===== config.mk =====
export PLATFORM = sky130hd
export DESIGN_NAME = ata_pio_host
export DESIGN_NICKNAME = d
export VERILOG_FILES = /design/src/rtl/ata_pio_pkg.sv /design/src/rtl/ata_pio_sync.sv /design/src/rtl/ata_pio_timing.sv /design/src/rtl/ata_pio_fsm.sv /design/src/rtl/ata_pio_host.sv
export SDC_FILE = /design/constraint.sdc
export NUM_CORES = 1
export LEC_CHECK = 0
export BUFFER_PORTS_ARGS = -buffer_cell sky130_fd_sc_hd__buf_2
export CELL_PAD_IN_SITES_DETAIL_PLACEMENT = 0
export CELL_PAD_IN_SITES_GLOBAL_PLACEMENT = 1
export CORE_MARGIN = 5
export CORE_UTILIZATION = 46
export DETAILED_ROUTE_END_ITERATION = 12
export HOLD_SLACK_MARGIN = 0.03
export PLACE_DENSITY_LB_ADDON = 0.08
export SYNTH_ARGS = -nofsm -noshare
export SYNTH_HDL_FRONTEND = slang
export SYNTH_SLANG_ARGS = --single-unit

===== constraint.sdc =====
create_clock -name clk -period 8.5 [get_ports clk]
set_input_delay 1.7 -clock clk [delete_from_list [all_inputs] [get_ports clk]]
set_output_delay 1.7 -clock clk [all_outputs]
set_load 0.01 [all_outputs]

===== src/rtl/ata_pio_pkg.sv =====
package ata_pio_pkg;
  localparam int NUM_MODES = 5;
  localparam int CNT_W     = 8;

  typedef logic [CNT_W-1:0] cnt_t;

  // all counts in clock cycles; tail = max(address hold, write hold, recovery)
  typedef struct packed {
    cnt_t setup;
    cnt_t active;
    cnt_t tail;
    cnt_t whold;
    cnt_t cycle;
  } timing_t;

  typedef enum logic [1:0] {ST_IDLE, ST_SETUP, ST_ACTIVE, ST_TAIL} phase_e;

  function automatic int ns_to_cycles(int ns, int clk_ns);
    return (ns + clk_ns - 1) / clk_ns;
  endfunction

  function automatic cnt_t clip(int v, int floor_v);
    int t;
    t = (v < floor_v) ? floor_v : v;
    if (t > (1 << CNT_W) - 1) t = (1 << CNT_W) - 1;
    return cnt_t'(t);
  endfunction

  function automatic timing_t timing_for(int mode, int clk_ns);
    int cyc, su, act, rec, wh, ah, tl;
    timing_t t;
    case (mode)
      1:       begin cyc = 383; su = 50; act = 290; rec = 0;  wh = 20; ah = 15; end
      2:       begin cyc = 330; su = 30; act = 290; rec = 0;  wh = 15; ah = 10; end
      3:       begin cyc = 180; su = 30; act = 80;  rec = 70; wh = 10; ah = 10; end
      4:       begin cyc = 120; su = 25; act = 70;  rec = 25; wh = 10; ah = 10; end
      default: begin cyc = 600; su = 70; act = 290; rec = 0;  wh = 30; ah = 20; end
    endcase
    tl = ah;
    if (wh > tl) tl = wh;
    if (rec > tl) tl = rec;
    t.setup  = clip(ns_to_cycles(su, clk_ns), 1);
    t.active = clip(ns_to_cycles(act, clk_ns), 1);
    t.tail   = clip(ns_to_cycles(tl, clk_ns), 1);
    t.whold  = clip(ns_to_cycles(wh, clk_ns), 1);
    t.cycle  = clip(ns_to_cycles(cyc, clk_ns), 1);
    return t;
  endfunction
endpackage


===== src/rtl/ata_pio_sync.sv =====
module ata_pio_sync #(
  parameter int   STAGES    = 2,
  parameter logic RESET_VAL = 1'b1
) (
  input  logic clk,
  input  logic rst_n,
  input  logic d,
  output logic q
);
  logic [STAGES-1:0] sh;

  always_ff @(posedge clk or negedge rst_n) begin
    if (!rst_n) sh <= {STAGES{RESET_VAL}};
    else        sh <= {sh[STAGES-2:0], d};
  end

  assign q = sh[STAGES-1];
endmodule


===== src/rtl/ata_pio_timing.sv =====
module ata_pio_timing
  import ata_pio_pkg::*;
#(
  parameter int CLK_NS = 10,
  parameter int MODE_W = 3
) (
  input  logic [MODE_W-1:0] mode,
  output timing_t           tim
);
  timing_t rom [NUM_MODES];

  for (genvar g = 0; g < NUM_MODES; g++) begin : g_rom
    assign rom[g] = timing_for(g, CLK_NS);
  end

  // out-of-range modes keep the entry 0 default
  always_comb begin
    tim = rom[0];
    for (int i = 1; i < NUM_MODES; i++)
      if (mode == MODE_W'(i)) tim = rom[i];
  end
endmodule


===== src/rtl/ata_pio_fsm.sv =====
module ata_pio_fsm
  import ata_pio_pkg::*;
#(
  parameter int DW    = 16,
  parameter int LIM_W = 8
) (
  input  logic             clk,
  input  logic             rst_n,
  input  logic             start,
  input  logic             start_write,
  input  logic [1:0]       start_cs,
  input  logic [2:0]       start_da,
  input  logic [DW-1:0]    start_wdata,
  input  timing_t          start_tim,
  input  logic             iordy_s,
  input  logic [LIM_W-1:0] stall_limit,
  input  logic [DW-1:0]    dd_in,
  output logic             idle,
  output logic [2:0]       da,
  output logic             cs0_n,
  output logic             cs1_n,
  output logic             dior_n,
  output logic             diow_n,
  output logic [DW-1:0]    dd_out,
  output logic             dd_oe,
  output logic             done,
  output logic             err,
  output logic [DW-1:0]    rdata,
  output logic             ev_strobe_end,
  output logic             ev_abort
);
  phase_e           st;
  logic             wr;
  logic             aborted;
  timing_t          tim;
  cnt_t             pcnt;
  cnt_t             tcnt;
  logic [LIM_W-1:0] stall_cnt;
  logic [LIM_W:0]   stall_next;
  logic             act_min;
  logic             stalled;
  logic             tail_end;

  assign act_min       = (st == ST_ACTIVE) && (pcnt >= tim.active - 1'b1);
  assign stalled       = act_min && !iordy_s;
  assign stall_next    = {1'b0, stall_cnt} + 1'b1;
  assign ev_abort      = stalled && (stall_next >= {1'b0, stall_limit});
  assign ev_strobe_end = act_min && (iordy_s || ev_abort);
  assign tail_end      = (st == ST_TAIL) && (pcnt >= tim.tail - 1'b1) && (tcnt >= tim.cycle);

  always_ff @(posedge clk or negedge rst_n) begin
    if (!rst_n) begin
      st        <= ST_IDLE;
      wr        <= 1'b0;
      aborted   <= 1'b0;
      tim       <= '0;
      pcnt      <= '0;
      tcnt      <= '0;
      stall_cnt <= '0;
      da        <= '0;
      cs0_n     <= 1'b1;
      cs1_n     <= 1'b1;
      dd_out    <= '0;
      done      <= 1'b0;
      err       <= 1'b0;
      rdata     <= '0;
    end else begin
      done <= 1'b0;
      err  <= 1'b0;
      if (st != ST_IDLE && tcnt != '1) tcnt <= tcnt + 1'b1;
      unique case (st)
        ST_IDLE: if (start) begin
          st        <= ST_SETUP;
          wr        <= start_write;
          aborted   <= 1'b0;
          tim       <= start_tim;
          pcnt      <= '0;
          tcnt      <= cnt_t'(1);
          stall_cnt <= '0;
          da        <= start_da;
          cs0_n     <= ~start_cs[0];
          cs1_n     <= ~start_cs[1];
          dd_out    <= start_wdata;
        end
        ST_SETUP: begin
          if (pcnt >= tim.setup - 1'b1) begin
            st   <= ST_ACTIVE;
            pcnt <= '0;
          end else pcnt <= pcnt + 1'b1;
        end
        ST_ACTIVE: begin
          if (ev_strobe_end) begin
            st      <= ST_TAIL;
            pcnt    <= '0;
            aborted <= ev_abort;
            if (!wr) rdata <= dd_in;
          end else if (stalled) stall_cnt <= stall_cnt + 1'b1;
          else pcnt <= pcnt + 1'b1;
        end
        ST_TAIL: begin
          if (tail_end) begin
            st    <= ST_IDLE;
            done  <= 1'b1;
            err   <= aborted;
            da    <= '0;
            cs0_n <= 1'b1;
            cs1_n <= 1'b1;
          end else if (pcnt != '1) pcnt <= pcnt + 1'b1;
        end
        default: st <= ST_IDLE;
      endcase
    end
  end

  assign idle   = (st == ST_IDLE);
  assign dior_n = !((st == ST_ACTIVE) && !wr);
  assign diow_n = !((st == ST_ACTIVE) && wr);
  assign dd_oe  = wr && ((st == ST_SETUP) || (st == ST_ACTIVE) ||
                         ((st == ST_TAIL) && (pcnt < tim.whold)));
endmodule


===== src/rtl/ata_pio_host.sv =====
module ata_pio_host
  import ata_pio_pkg::*;
#(
  parameter int CLK_NS = 10,
  parameter int DW     = 16,
  parameter int MODE_W = 3,
  parameter int LIM_W  = 8
) (
  input  logic              clk,
  input  logic              rst_n,
  input  logic              req_valid,
  output logic              req_ready,
  input  logic              req_write,
  input  logic [1:0]        req_cs,
  input  logic [2:0]        req_da,
  input  logic [DW-1:0]     req_wdata,
  input  logic [MODE_W-1:0] req_mode,
  input  logic [LIM_W-1:0]  stall_limit,
  output logic              rsp_done,
  output logic              rsp_err,
  output logic [DW-1:0]     rsp_rdata,
  output logic [2:0]        ata_da,
  output logic              ata_cs0_n,
  output logic              ata_cs1_n,
  output logic              ata_dior_n,
  output logic              ata_diow_n,
  output logic [DW-1:0]     ata_dd_out,
  output logic              ata_dd_oe,
  input  logic [DW-1:0]     ata_dd_in,
  input  logic              ata_iordy
);
  timing_t req_tim;
  logic    ev_accept;
  logic    iordy_s;
  logic    ev_strobe_end;
  logic    ev_abort;
  logic    idle;

  assign req_ready = idle;
  assign ev_accept = req_valid && idle;

  ata_pio_timing #(.CLK_NS(CLK_NS), .MODE_W(MODE_W)) timing_i (
    .mode (req_mode),
    .tim  (req_tim)
  );

  ata_pio_sync #(.STAGES(2), .RESET_VAL(1'b1)) sync_i (
    .clk   (clk),
    .rst_n (rst_n),
    .d     (ata_iordy),
    .q     (iordy_s)
  );

  ata_pio_fsm #(.DW(DW), .LIM_W(LIM_W)) fsm_i (
    .clk           (clk),
    .rst_n         (rst_n),
    .start         (ev_accept),
    .start_write   (req_write),
    .start_cs      (req_cs),
    .start_da      (req_da),
    .start_wdata   (req_wdata),
    .start_tim     (req_tim),
    .iordy_s       (iordy_s),
    .stall_limit   (stall_limit),
    .dd_in         (ata_dd_in),
    .idle          (idle),
    .da            (ata_da),
    .cs0_n         (ata_cs0_n),
    .cs1_n         (ata_cs1_n),
    .dior_n        (ata_dior_n),
    .diow_n        (ata_diow_n),
    .dd_out        (ata_dd_out),
    .dd_oe         (ata_dd_oe),
    .done          (rsp_done),
    .err           (rsp_err),
    .rdata         (rsp_rdata),
    .ev_strobe_end (ev_strobe_end),
    .ev_abort      (ev_abort)
  );
endmodule


==> impl_summary.log, run 1 <==
[metrics] fraction of the mapped netlist area in compound gates: 0.133
[metrics] Internal Pwr Total: 0.987 mW
[metrics] final slew viol count: 0
[metrics] headroom to the max-slew limit: 0.300
[metrics] source-to-sink clock delay at the later pin of the worst-skew pair: 360 ps
[metrics] Worst path top cell family by delay: simple AND/OR/NAND/NOR gates
[metrics] CTS Hold Bufs: 0
[metrics] DIE AREA: 12,700 um2
[metrics] total number of vias: 3,739
[metrics] synthesized-area fraction occupied by adder cells: 0.136
[metrics] total clock sinks: 83
[metrics] endpoint type of the worst setup path: flip-flop
[metrics] final critical-path required period: 3720 ps
[metrics] critical register-to-register path startpoint: fsm_i.stall_cnt[0]
[metrics] critical register-to-register path endpoint: fsm_i.stall_cnt[0]
[metrics] worst setup path start: stall_limit[2]
[metrics] IO Count: 96
[metrics] Most used DFF post-synth: sky130_fd_sc_hd__dfrtp_1
[metrics] xor and xnor area share after synthesis: 0.0252
[metrics] post-DR vias/cell: 5.16
[metrics] number of design rule violations left after detail routing: 0
[metrics] worst setup path endpoint: fsm_i.rdata[1]
[metrics] portion of total power attributed to the clock network: 0.179
[metrics] Die Wd: 113 um
[metrics] part of the total power dissipated in combinational logic: 0.449
[metrics] number of buffers inserted by port buffering: 95
[metrics] Clock Pin Slew Worst Setup and Hold Paths: 80 ps
[metrics] async set-reset flop share out of synthesis: 1.00
[metrics] Ys Warns: 0
[metrics] CP Depth: 9
[metrics] Starting DRT DRC Count: 158
[metrics] number of optimization iterations in the first detailed-route pass: 4
[metrics] timing-limited maximum frequency: 269 MHz
[metrics] number of diodes added for antenna fixing: 0
[metrics] Syn Inst Count: 491
[metrics] number of max-cap violations: 0
[metrics] root buffer selected by CTS: sky130_fd_sc_hd__clkbuf_8
[metrics] mux share of post-synthesis cell area: 0.0590
[metrics] unrepaired setup endpoints after global routing: no
[metrics] portion of the post-synthesis area used by sequential elements: 0.429
[metrics] DRT Wirelength: 10,900 um
[metrics] status: complete, no violations
[metrics] half-perimeter wire length after placement: 8090 um
[metrics] reported net switching power: 0.689 mW
[metrics] required time of the critical path: 8740 ps
[metrics] WP buf/inv: 2
[metrics] number of global-route vias before repair: 3,672
[metrics] Post-layout nets: 689
[metrics] net switching fraction of the power: 0.411
[metrics] weighted congestion at the end of routability-driven global placement: 0.791
[metrics] share of final-layout standard cells stronger than drive strength 1: 0.243
[metrics] leakage power: 2.86 nW
[metrics] total global routing track utilization: 0.176
[metrics] cell with the largest stage delay on the worst path: sky130_fd_sc_hd__nor2b_4
[metrics] number of instances resized during post-cts repair: 0
[metrics] cells along the critical path: buf_2 > inv_1 > ha_1 > nand2_1 > o21ai_0 > nand4_1 > a31oi_4 > nor2b_4 > mux2_1
[metrics] Hold Violations, Final: 0
[metrics] library cells used by synthesis: 60
[metrics] cell area after placement: 5430 um2
[metrics] number of levels the H-tree was split into: 3
[metrics] most common cell in the synthesized netlist: sky130_fd_sc_hd__nand2_1
[metrics] wire length per cell after detailed routing: 15.1 um
[metrics] initial antenna violation count: 0
[metrics] most frequent cells after synthesis: sky130_fd_sc_hd__nand2_1 (84), sky130_fd_sc_hd__dfrtp_1 (79), sky130_fd_sc_hd__ha_1 (53)
[metrics] maximum number of pins on one net before global-route repair: 84
[metrics] total negative setup slack: 0 ps
[metrics] Bufs on Longest Clock Path: 2
[metrics] TritonCTS clock tree: yes
[metrics] Power Dens Cells: 297 nW/um2
[metrics] area of all placed cells without fillers: 5640 um2
[metrics] layout overhead on the synthesized area: 16.1%
[metrics] worst-case register-to-register setup slack: 4920 ps
[metrics] critical path data arrival time: 3960 ps
[metrics] core footprint: 10,300 um2
[metrics] final clock period utilization by the worst path: 0.438
[metrics] mean cell area of the mapped netlist: 9.89 um2
[metrics] power share of the sequential group: 0.372
[metrics] critical path peak fanout: 16
[metrics] Min-Delay Path Class: flip-flop to flip-flop
[metrics] post-synthesis register bit count: 83
[metrics] Setup Crit Path Kind: primary input to flip-flop
[metrics] total congestion overflow after global routing: 0
[metrics] Final Skew: 12.2 ps
[metrics] post-CTS setup-driven buffer insertion count: 0
[metrics] die height: 113 um
[metrics] share of the synthesized area in the top cell type: 0.407
[metrics] synthesized net count: 597
[metrics] worst ir drop on vdd: 136 uV
[metrics] count of flip-flops with a built-in enable after synthesis: 0
[metrics] first-pass GRT wire length: 18,300 um
[metrics] total clock buffers created by CTS: 9
[metrics] final-report setup violation count: 0
[metrics] element type at the critical path start: primary input
[metrics] critical path's largest stage delay: 580 ps
[metrics] simple-gate area share of the yosys netlist: 0.172
[metrics] R2R depth: 11
[metrics] combinational family with the most area after synthesis: simple AND/OR/NAND/NOR gates
[metrics] Netlist Area Pre-Place: 4860 um2
[metrics] post-synthesis cell type with the largest combined area: sky130_fd_sc_hd__dfrtp_1
[metrics] remaining antenna violation count after routing: 0
[metrics] initial cell density of the core: 0.471
[metrics] number of cell rows: 37
[metrics] pin slew with the least headroom to its limit: 1050 ps
[metrics] most area-consuming cells after synthesis: sky130_fd_sc_hd__dfrtp_1 (41%), sky130_fd_sc_hd__ha_1 (14%), sky130_fd_sc_hd__nand2_1 (6.5%)
-- registers in the layout, indices dropped and copies added (netlist names), 2 cells and up --
| signal | cells |
|---|---|
| fsm_i.rdata | 16 |
| fsm_i.tim | 14 |
| sync_i.sh | 2 |
| fsm_i.stall_cnt | 8 |
| fsm_i.st | 2 |
| fsm_i.da | 3 |
| fsm_i.tcnt | 8 |
| fsm_i.pcnt | 8 |
| fsm_i.dd_out | 16 |
-- worst min path at each step --
stage                            start           end  cells after the start
after global routing      sync_i.sh[0]  sync_i.sh[1]                      0
after CTS                 sync_i.sh[0]  sync_i.sh[1]                      0
final                     sync_i.sh[0]  sync_i.sh[1]                      0
after detailed placement  sync_i.sh[0]  sync_i.sh[1]                      0
after global placement    sync_i.sh[0]  sync_i.sh[1]                      0
after floorplan           sync_i.sh[0]  sync_i.sh[1]                      0
-- worst reg2reg max path, delay by kind of cell (launching register included) --
| family | cells | cell delay (ps) |
|---|---|---|
| AO/OA/AOI/OAI | 4 | 1270 |
| XOR/XNOR | 1 | 210 |
| adder cells (fa/ha/maj) | 2 | 530 |
| flip-flops | 1 | 460 |
| multiplexers | 1 | 370 |
| AND/OR/NAND/NOR | 3 | 630 |
-- power groups by stage --
stage	Combinational, mW	Sequential [mW]	Clock, mW
floorplan	0.501	0.646	0
detailed placement	0.765	0.630	0
finish	0.752	0.624	0.300
global route	0.854	0.643	0.325
global placement	0.744	0.627	0
CTS	0.766	0.625	0.309
-- layer usage --
metal  GRT usage  up-vias  wire [um]
li1            -     1883          -
met4      0.0417        0        110
met3      0.0417        8        589
met1       0.254     1765       5410
met2       0.269       83       4800
met5           0        -          0
-- placed cells by master, fill, tap and decap left out, types with 3 or more instances in the layout --
cell / count
sky130_fd_sc_hd__buf_2: 94
sky130_fd_sc_hd__nand2_1: 84
sky130_fd_sc_hd__dfrtp_1: 79
sky130_fd_sc_hd__ha_1: 53
sky130_fd_sc_hd__inv_1: 38
sky130_fd_sc_hd__nor2_1: 28
sky130_fd_sc_hd__o21ai_0: 22
sky130_fd_sc_hd__nand3_1: 19
sky130_fd_sc_hd__a21oi_1: 16
sky130_fd_sc_hd__nand4_1: 12
sky130_fd_sc_hd__xnor2_1: 11
sky130_fd_sc_hd__mux2_4: 11
sky130_fd_sc_hd__clkbuf_8: 10
sky130_fd_sc_hd__o21ai_1: 8
sky130_fd_sc_hd__mux2_1: 8
sky130_fd_sc_hd__nand2b_1: 7
sky130_fd_sc_hd__nor2b_1: 7
sky130_fd_sc_hd__a21o_1: 6
sky130_fd_sc_hd__nor3_1: 5
sky130_fd_sc_hd__a221o_1: 5
sky130_fd_sc_hd__a31oi_1: 4
sky130_fd_sc_hd__dfstp_2: 4
sky130_fd_sc_hd__or2_2: 3
sky130_fd_sc_hd__o21a_1: 3
sky130_fd_sc_hd__xor2_1: 3
-- area by class of cell --
class                   count  area (um2)
inverters                  38         143
clock buffers              10         138
flip-flops and latches     83        2080
multi-input cells         355        2550
clock inverters             6        71.3
fillers                   948        4680
well taps                 136         170
repair buffers             96         485
-- per-stage QoR --
stage / utilization / hold WS, ps / total power [mW] / std cells / setup slack, ps
after floorplan: - / 345 / 1.15 / 491 / 4800
after global placement: 0.526 / 345 / 1.37 / 708 / 4480
after detailed placement: 0.526 / 351 / 1.39 / 708 / 4400
after CTS: 0.546 / 363 / 1.70 / 724 / 4790
after global routing: 0.546 / 368 / 1.82 / 724 / 4640
final: 0.546 / 360 / 1.68 / 724 / 4780
-- cells by family (layout without fill, tap and decap cells) --
logic type / after synthesis / after routing
AO/OA/AOI/OAI: 87 / 87
XOR/XNOR: 14 / 14
adder cells (fa/ha/maj): 53 / 53
buffers and inverters: 53 / 150
flip-flops: 83 / 83
multiplexers: 22 / 22
AND/OR/NAND/NOR: 179 / 179
(Power assumes the default switching activity.)
==> inputs of run 2 (changes only) <==
- CORE_UTILIZATION: 46 -> 43
- clock period: 8.5 -> 3.7 ns (I/O delays scaled with it)
==> run 2 against run 1 <==
Against the previous run: utilization decreased by 1.9 points; power increased by 150%; global-route usage increased by 0.40 points; highest routed layer unchanged; largest cell class unchanged; clock power increased to 3.1 times the previous value; largest power group unchanged.
==> impl_summary.log, run 2 (synthesis results as in run 1) <==
[metrics] status: complete, no violations
[metrics] first-pass GRT wire length: 19,000 um (+3.5%)
[metrics] most used cells in the layout excluding fill and tap cells: sky130_fd_sc_hd__buf_2 (94), sky130_fd_sc_hd__nand2_1 (84), sky130_fd_sc_hd__dfrtp_1 (79)
[metrics] critical register-to-register path endpoint: fsm_i.pcnt[7]
[metrics] Setup Crit Path Kind: flip-flop to flip-flop
[metrics] core footprint: 10,900 um2 (+5.9%)
[metrics] final critical-path required period: 3440 ps
[metrics] final slew viol count: 0 (unchanged)
[metrics] R2R depth: 12 (+1)
[metrics] final clock period utilization by the worst path: 0.930
[metrics] total number of vias: 3,767 (+0.75%)
[metrics] met3 routed WL: 565 um (-4.1%)
[metrics] fill cell instance count of the final layout: 1,026 (+8.2%)
[metrics] min-delay src: sync_i.sh[0]
[metrics] total clock sinks: 83 (unchanged)
[metrics] timing-limited maximum frequency: 291 MHz
[metrics] number of instances resized during post-cts repair: 0 (unchanged)
[metrics] total congestion overflow after global routing: 0 (unchanged)
[metrics] worst hold endpoint: sync_i.sh[1]
[metrics] Power Dens Cells: 718 nW/um2 (+140%)
[metrics] Top Registers: fsm_i.dd_out x16, fsm_i.rdata x16, fsm_i.tim x14
[metrics] instance count along the most critical hold path: 0 (unchanged)
[metrics] total global routing track utilization: 0.180 (+0.00404)
[metrics] layout overhead on the synthesized area: 18.7%
[metrics] number of levels the H-tree was split into: 3 (unchanged)
[metrics] number of diodes added for antenna fixing: 0 (unchanged)
[metrics] TritonCTS clock tree: yes
[metrics] wire length per cell after detailed routing: 15.7 um (+4.3%)
[metrics] Min-Delay Path Class: flip-flop to flip-flop
[metrics] endpoint type of the worst setup path: flip-flop
[metrics] Post-Route Utilization: 0.528 (-0.0187)
[metrics] highest layer used for signal routing: met4
[metrics] worst-case register-to-register setup slack: 260 ps (-4660 ps)
[metrics] IO Count: 96 (unchanged)
[metrics] half-perimeter wire length after placement: 8560 um (+5.9%)
[metrics] share of final-layout standard cells stronger than drive strength 1: 0.247 (+0.00384)
[metrics] DRT Wirelength: 11,500 um (+5.3%)
[metrics] headroom to the max-slew limit: 0.296 (-0.00347)
[metrics] Final Skew: 7.91 ps (-4.27 ps)
[metrics] critical register-to-register path startpoint: fsm_i.stall_cnt[0]
[metrics] required time of the critical path: 3920 ps (-4820 ps)
[metrics] remaining antenna violation count after routing: 0 (unchanged)
[metrics] weighted congestion at the end of routability-driven global placement: 0.800 (+1.1%)
[metrics] Routed met1 length: 5310 um (-1.8%)
[metrics] worst setup path start: fsm_i.stall_cnt[0]
[metrics] source-to-sink clock delay at the later pin of the worst-skew pair: 340 ps (-20 ps)
[metrics] number of design rule violations left after detail routing: 0 (unchanged)
[metrics] Hold Violations, Final: 0 (unchanged)
[metrics] number of optimization iterations in the first detailed-route pass: 5 (+1)
[metrics] Starting DRT DRC Count: 128 (-19%)
[metrics] die height: 116 um (+3.1%)
[metrics] root buffer selected by CTS: sky130_fd_sc_hd__clkbuf_16
[metrics] number of max-cap violations: 0 (unchanged)
[metrics] final-report setup violation count: 0 (unchanged)
[metrics] pin slew with the least headroom to its limit: 1060 ps (+5.20 ps)
[metrics] initial antenna violation count: 0 (unchanged)
[metrics] CTS Hold Bufs: 0 (unchanged)
[metrics] number of buffers inserted by port buffering: 95 (unchanged)
[metrics] Clock Pin Slew Worst Setup and Hold Paths: 60 ps (-20 ps)
[metrics] number of cell rows: 38 (+2.7%)
[metrics] number of global-route vias before repair: 3,806 (+3.6%)
[metrics] Bufs on Longest Clock Path: 2 (unchanged)
[metrics] critical path data arrival time: 3660 ps (-300 ps)
[metrics] worst ir drop on vdd: 449 uV (+230%)
[metrics] detailed-routed wire length on met2: 5400 um (+12%)
[metrics] critical path peak fanout: 9 (-7)
[metrics] element type at the critical path start: flip-flop
[metrics] leakage power: 2.92 nW (+2.2%)
[metrics] maximum number of pins on one net before global-route repair: 84 (unchanged)
[metrics] post-DR vias/cell: 5.15 (-0.22%)
[metrics] total clock buffers created by CTS: 9 (unchanged)
[metrics] total negative setup slack: 0 ps (unchanged)
[metrics] post-CTS setup-driven buffer insertion count: 0 (unchanged)
[metrics] Post-layout nets: 692 (+0.44%)
[metrics] unrepaired setup endpoints after global routing: no
[metrics] initial cell density of the core: 0.444 (-0.0263)
[metrics] most common library cell in the layout ignoring fill and taps: sky130_fd_sc_hd__buf_2
[metrics] Die Wd: 116 um (+3.1%)
[metrics] DIE AREA: 13,500 um2 (+6.3%)
==> run 2: layout make-up <==
class                   instances  area, um2  share of cell area
well taps                     140        175              0.0304
flip-flops and latches         83       2080               0.361
inverters                      38        143              0.0247
multi-input cells             355       2550               0.442
repair buffers                 99        508              0.0881
clock inverters                 5       58.8              0.0102
clock buffers                  11        253              0.0438
==> run 2: metal layers <==
| metal | vias up | track usage |
|---|---|---|
| li1 | 1894 | - |
| met1 | 1773 | 0.245 |
| met2 | 86 | 0.285 |
| met3 | 14 | 0.0332 |
| met4 | 0 | 0.0712 |
| met5 | - | 0 |
==> run 2: worst max-delay path: stages, from the launching register on <==
cell and delay [ps]:
sky130_fd_sc_hd__dfrtp_1 430, sky130_fd_sc_hd__ha_1 230, sky130_fd_sc_hd__nand3_2 100, sky130_fd_sc_hd__nor3_2 300, sky130_fd_sc_hd__xnor2_1 190, sky130_fd_sc_hd__ha_1 280
sky130_fd_sc_hd__and3_1 200, sky130_fd_sc_hd__a21o_1 200, sky130_fd_sc_hd__a311o_1 330, sky130_fd_sc_hd__o31ai_1 270, sky130_fd_sc_hd__a31o_1 370, sky130_fd_sc_hd__nor2_4 110
sky130_fd_sc_hd__a221o_1 310
==> run 2: power by group <==
part	switching [mW]	leakage [nW]	total, mW	internal (mW)
registers	0.219	1.03	1.44	1.22
clock network	0.375	0.148	0.935	0.561
logic	1.03	1.74	1.77	0.738
==> run 2: worst max path at each step <==
stage                      end  slack, ps  depth (start not counted)
6_report         fsm_i.pcnt[7]        260                         12
5_1_grt          fsm_i.pcnt[6]         30                         12
4_1_cts          fsm_i.pcnt[6]        270                         12
3_5_place_dp     fsm_i.pcnt[6]        280                         12
3_3_place_gp     fsm_i.pcnt[4]        420                         12
2_1_floorplan  fsm_i.rdata[10]        660                         13
==> run 2: metrics by stage <==
stage	std cells	hold WS (ps)	instance area, um2	worst slack, ps	power [mW]
after global routing	731	364	5770	32.0	4.49
final	731	358	5770	259	4.14
after CTS	731	361	5770	273	4.20
after global placement	715	348	5460	421	3.19
after floorplan	491	345	4860	662	2.64
after detailed placement	715	352	5460	282	3.24
==> inputs of run 3 (changes only) <==
- REMOVE_ABC_BUFFERS: default -> 1
==> run 3 against run 2 <==
Against the previous run: clock power down 7.9%; utilization down 0.19 points; first-iteration DRC count shrank 22%; cell count did not move; maximum frequency is 2.3% higher; register-to-register slack improved by 80 ps; non-clock buffer count unchanged; clock skew is 3.7 ps lower; worst setup slack better by 77 ps; count of clock-buffer cells in the layout unchanged; sequential share of layout area increased by 0.13 points; worst hold slack lost 2.1 ps.
==> impl_summary.log, run 3 (synthesis results as in run 1) <==
[metrics] minimum hold slack: 356 ps (-2.11 ps)
[metrics] final slew viol count: 0 (unchanged)
[metrics] instance count after placement with tap cells included: 715 (unchanged)
[metrics] wire length per cell after detailed routing: 15.4 um (-2.2%)
[metrics] pin slew with the least headroom to its limit: 1060 ps (+8.29 ps)
[metrics] total clock buffers created by CTS: 9 (unchanged)
[metrics] core footprint: 10,900 um2 (unchanged)
[metrics] Min-Delay Path Class: flip-flop to flip-flop
[metrics] layout overhead on the synthesized area: 18.3%
[metrics] total negative setup slack: 0 ps (unchanged)
[metrics] Final Skew: 4.25 ps (-3.66 ps)
[metrics] post-DR vias/cell: 5.20 (+0.82%)
[metrics] Clock Pin Slew Worst Setup and Hold Paths: 60 ps (about the same)
[metrics] DIE AREA: 13,500 um2 (unchanged)
[metrics] die height: 116 um (unchanged)
[metrics] share of final-layout standard cells stronger than drive strength 1: 0.247 (unchanged)
[metrics] worst-case register-to-register setup slack: 340 ps (+80 ps)
[metrics] final clock period utilization by the worst path: 0.909 (-0.0207)
[metrics] Top Registers: fsm_i.dd_out x16, fsm_i.rdata x16, fsm_i.tim x14
[metrics] initial antenna violation count: 0 (unchanged)
[metrics] Starting DRT DRC Count: 100 (-22%)
[metrics] remaining antenna violation count after routing: 0 (unchanged)
[metrics] Post-Route Utilization: 0.526 (-0.00194)
[metrics] endpoint type of the worst setup path: flip-flop
[metrics] worst setup path endpoint: fsm_i.pcnt[7]
[metrics] final critical-path required period: 3360 ps (-76.5 ps)
[metrics] critical register-to-register path startpoint: fsm_i.stall_cnt[0]
[metrics] unrepaired setup endpoints after global routing: no
[metrics] final-report setup violation count: 0 (unchanged)
[metrics] first-pass GRT wire length: 18,900 um (-0.22%)
[metrics] most used cells in the layout excluding fill and tap cells: sky130_fd_sc_hd__buf_2 (94), sky130_fd_sc_hd__nand2_1 (84), sky130_fd_sc_hd__dfrtp_1 (79)
[metrics] most common library cell in the layout ignoring fill and taps: sky130_fd_sc_hd__buf_2
[metrics] post-CTS setup-driven buffer insertion count: 0 (unchanged)
[metrics] number of max-cap violations: 0 (unchanged)
[metrics] total global routing track utilization: 0.178 (-0.00177)
[metrics] Post-layout nets: 692 (unchanged)
[metrics] Setup Crit Path Kind: flip-flop to flip-flop
[metrics] number of diodes added for antenna fixing: 0 (unchanged)
[metrics] worst setup path start: fsm_i.stall_cnt[0]
[metrics] timing-limited maximum frequency: 297 MHz (+2.3%)
[metrics] status: complete, no violations
[metrics] Die Wd: 116 um (unchanged)
[metrics] critical path peak fanout: 9 (unchanged)
[metrics] element type at the critical path start: flip-flop
[metrics] total clock sinks: 83 (unchanged)
[metrics] initial cell density of the core: 0.444 (unchanged)
[metrics] source-to-sink clock delay at the later pin of the worst-skew pair: 340 ps (about the same)
[metrics] TritonCTS clock tree: yes
[metrics] number of global-route vias before repair: 3,932 (+3.3%)
[metrics] worst ir drop on vdd: 342 uV (-24%)
[metrics] total congestion overflow after global routing: 0 (unchanged)
[metrics] number of design rule violations left after detail routing: 0 (unchanged)
[metrics] weighted congestion at the end of routability-driven global placement: 0.809 (+1.1%)
[metrics] overall power consumption: 4.06 mW (-2.0%)
[metrics] number of buffers inserted by port buffering: 95 (unchanged)
[metrics] root buffer selected by CTS: sky130_fd_sc_hd__clkbuf_16
[metrics] headroom to the max-slew limit: 0.291 (-0.00553)
[metrics] Hold Violations, Final: 0 (unchanged)
[metrics] critical path data arrival time: 3580 ps (-80 ps)
[metrics] half-perimeter wire length after placement: 8360 um (-2.4%)
[metrics] maximum number of pins on one net before global-route repair: 84 (unchanged)
[metrics] required time of the critical path: 3920 ps (about the same)
[metrics] critical register-to-register path endpoint: fsm_i.pcnt[7]
[metrics] DRT Wirelength: 11,200 um (-2.2%)
[metrics] total number of vias: 3,798 (+0.82%)
[metrics] R2R depth: 12 (unchanged)
[metrics] number of optimization iterations in the first detailed-route pass: 4 (-1)
[metrics] post-route non-filler standard cell count: 731 (unchanged)
[metrics] number of levels the H-tree was split into: 3 (unchanged)
[metrics] Power Dens Cells: 706 nW/um2 (-1.6%)
[metrics] IO Count: 96 (unchanged)
[metrics] number of cell rows: 38 (unchanged)
[metrics] Bufs on Longest Clock Path: 2 (unchanged)
[metrics] CTS Hold Bufs: 0 (unchanged)
[metrics] fill cell instance count of the final layout: 1,017 (-0.88%)
[metrics] leakage power: 2.91 nW (-0.36%)
[metrics] number of instances resized during post-cts repair: 0 (unchanged)
run 3: changes by cell type in the layout (fill, tap and decap cells not counted), sizes merged:
cell / before / now
inv: 39 / 38
clkinv: 1 / 3
bufinv: 1 / 0
run 3: critical path, stage by stage, from the launching register on:
cell,delay [ps]
sky130_fd_sc_hd__dfrtp_1,420
sky130_fd_sc_hd__ha_1,220
sky130_fd_sc_hd__nand3_2,100
sky130_fd_sc_hd__nor3_2,300
sky130_fd_sc_hd__xnor2_1,190
sky130_fd_sc_hd__ha_1,270
sky130_fd_sc_hd__and3_1,200
sky130_fd_sc_hd__a21o_1,200
sky130_fd_sc_hd__a311o_1,320
sky130_fd_sc_hd__o31ai_1,250
sky130_fd_sc_hd__a31o_1,360
sky130_fd_sc_hd__nor2_4,100
sky130_fd_sc_hd__a221o_1,300
run 3: final cells by class:
| cell class | instances | area [um2] | area share |
|---|---|---|---|
| multi-input cells | 355 | 2550 | 0.444 |
| repair buffers | 99 | 508 | 0.0884 |
| inverters | 38 | 143 | 0.0248 |
| clock inverters | 5 | 37.5 | 0.00653 |
| clock buffers | 11 | 253 | 0.0440 |
| well taps | 140 | 175 | 0.0305 |
| flip-flops and latches | 83 | 2080 | 0.362 |
run 3: through the flow:
stage | setup slack (ps) | area, um2
after floorplan | 591 | 4770
after detailed placement | 322 | 5460
final | 336 | 5750
after global routing | 85.1 | 5750
after CTS | 293 | 5750
after global placement | 379 | 5460
run 3: routing by layer:
metal / up-vias / track usage / part of all wire
met3: 16 / 0.0420 / 0.059
met2: 90 / 0.294 / 0.48
met5: - / 0 / 0
met1: 1800 / 0.225 / 0.44
met4: 0 / 0.0742 / 0.023
li1: 1892 / - / -
run 3: where the power goes:
| group | switching [mW] | internal (mW) |
|---|---|---|
| Combinational | 1.02 | 0.735 |
| Sequential | 0.222 | 1.22 |
| Clock | 0.369 | 0.492 |
run 3: worst min path at each step:
stage	from	end	cells past startpoint
detailed placement	sync_i.sh[0]	sync_i.sh[1]	0
finish	sync_i.sh[0]	sync_i.sh[1]	0
global route	sync_i.sh[0]	sync_i.sh[1]	0
floorplan	sync_i.sh[0]	sync_i.sh[1]	0
CTS	sync_i.sh[0]	sync_i.sh[1]	0
global placement	sync_i.sh[0]	sync_i.sh[1]	0
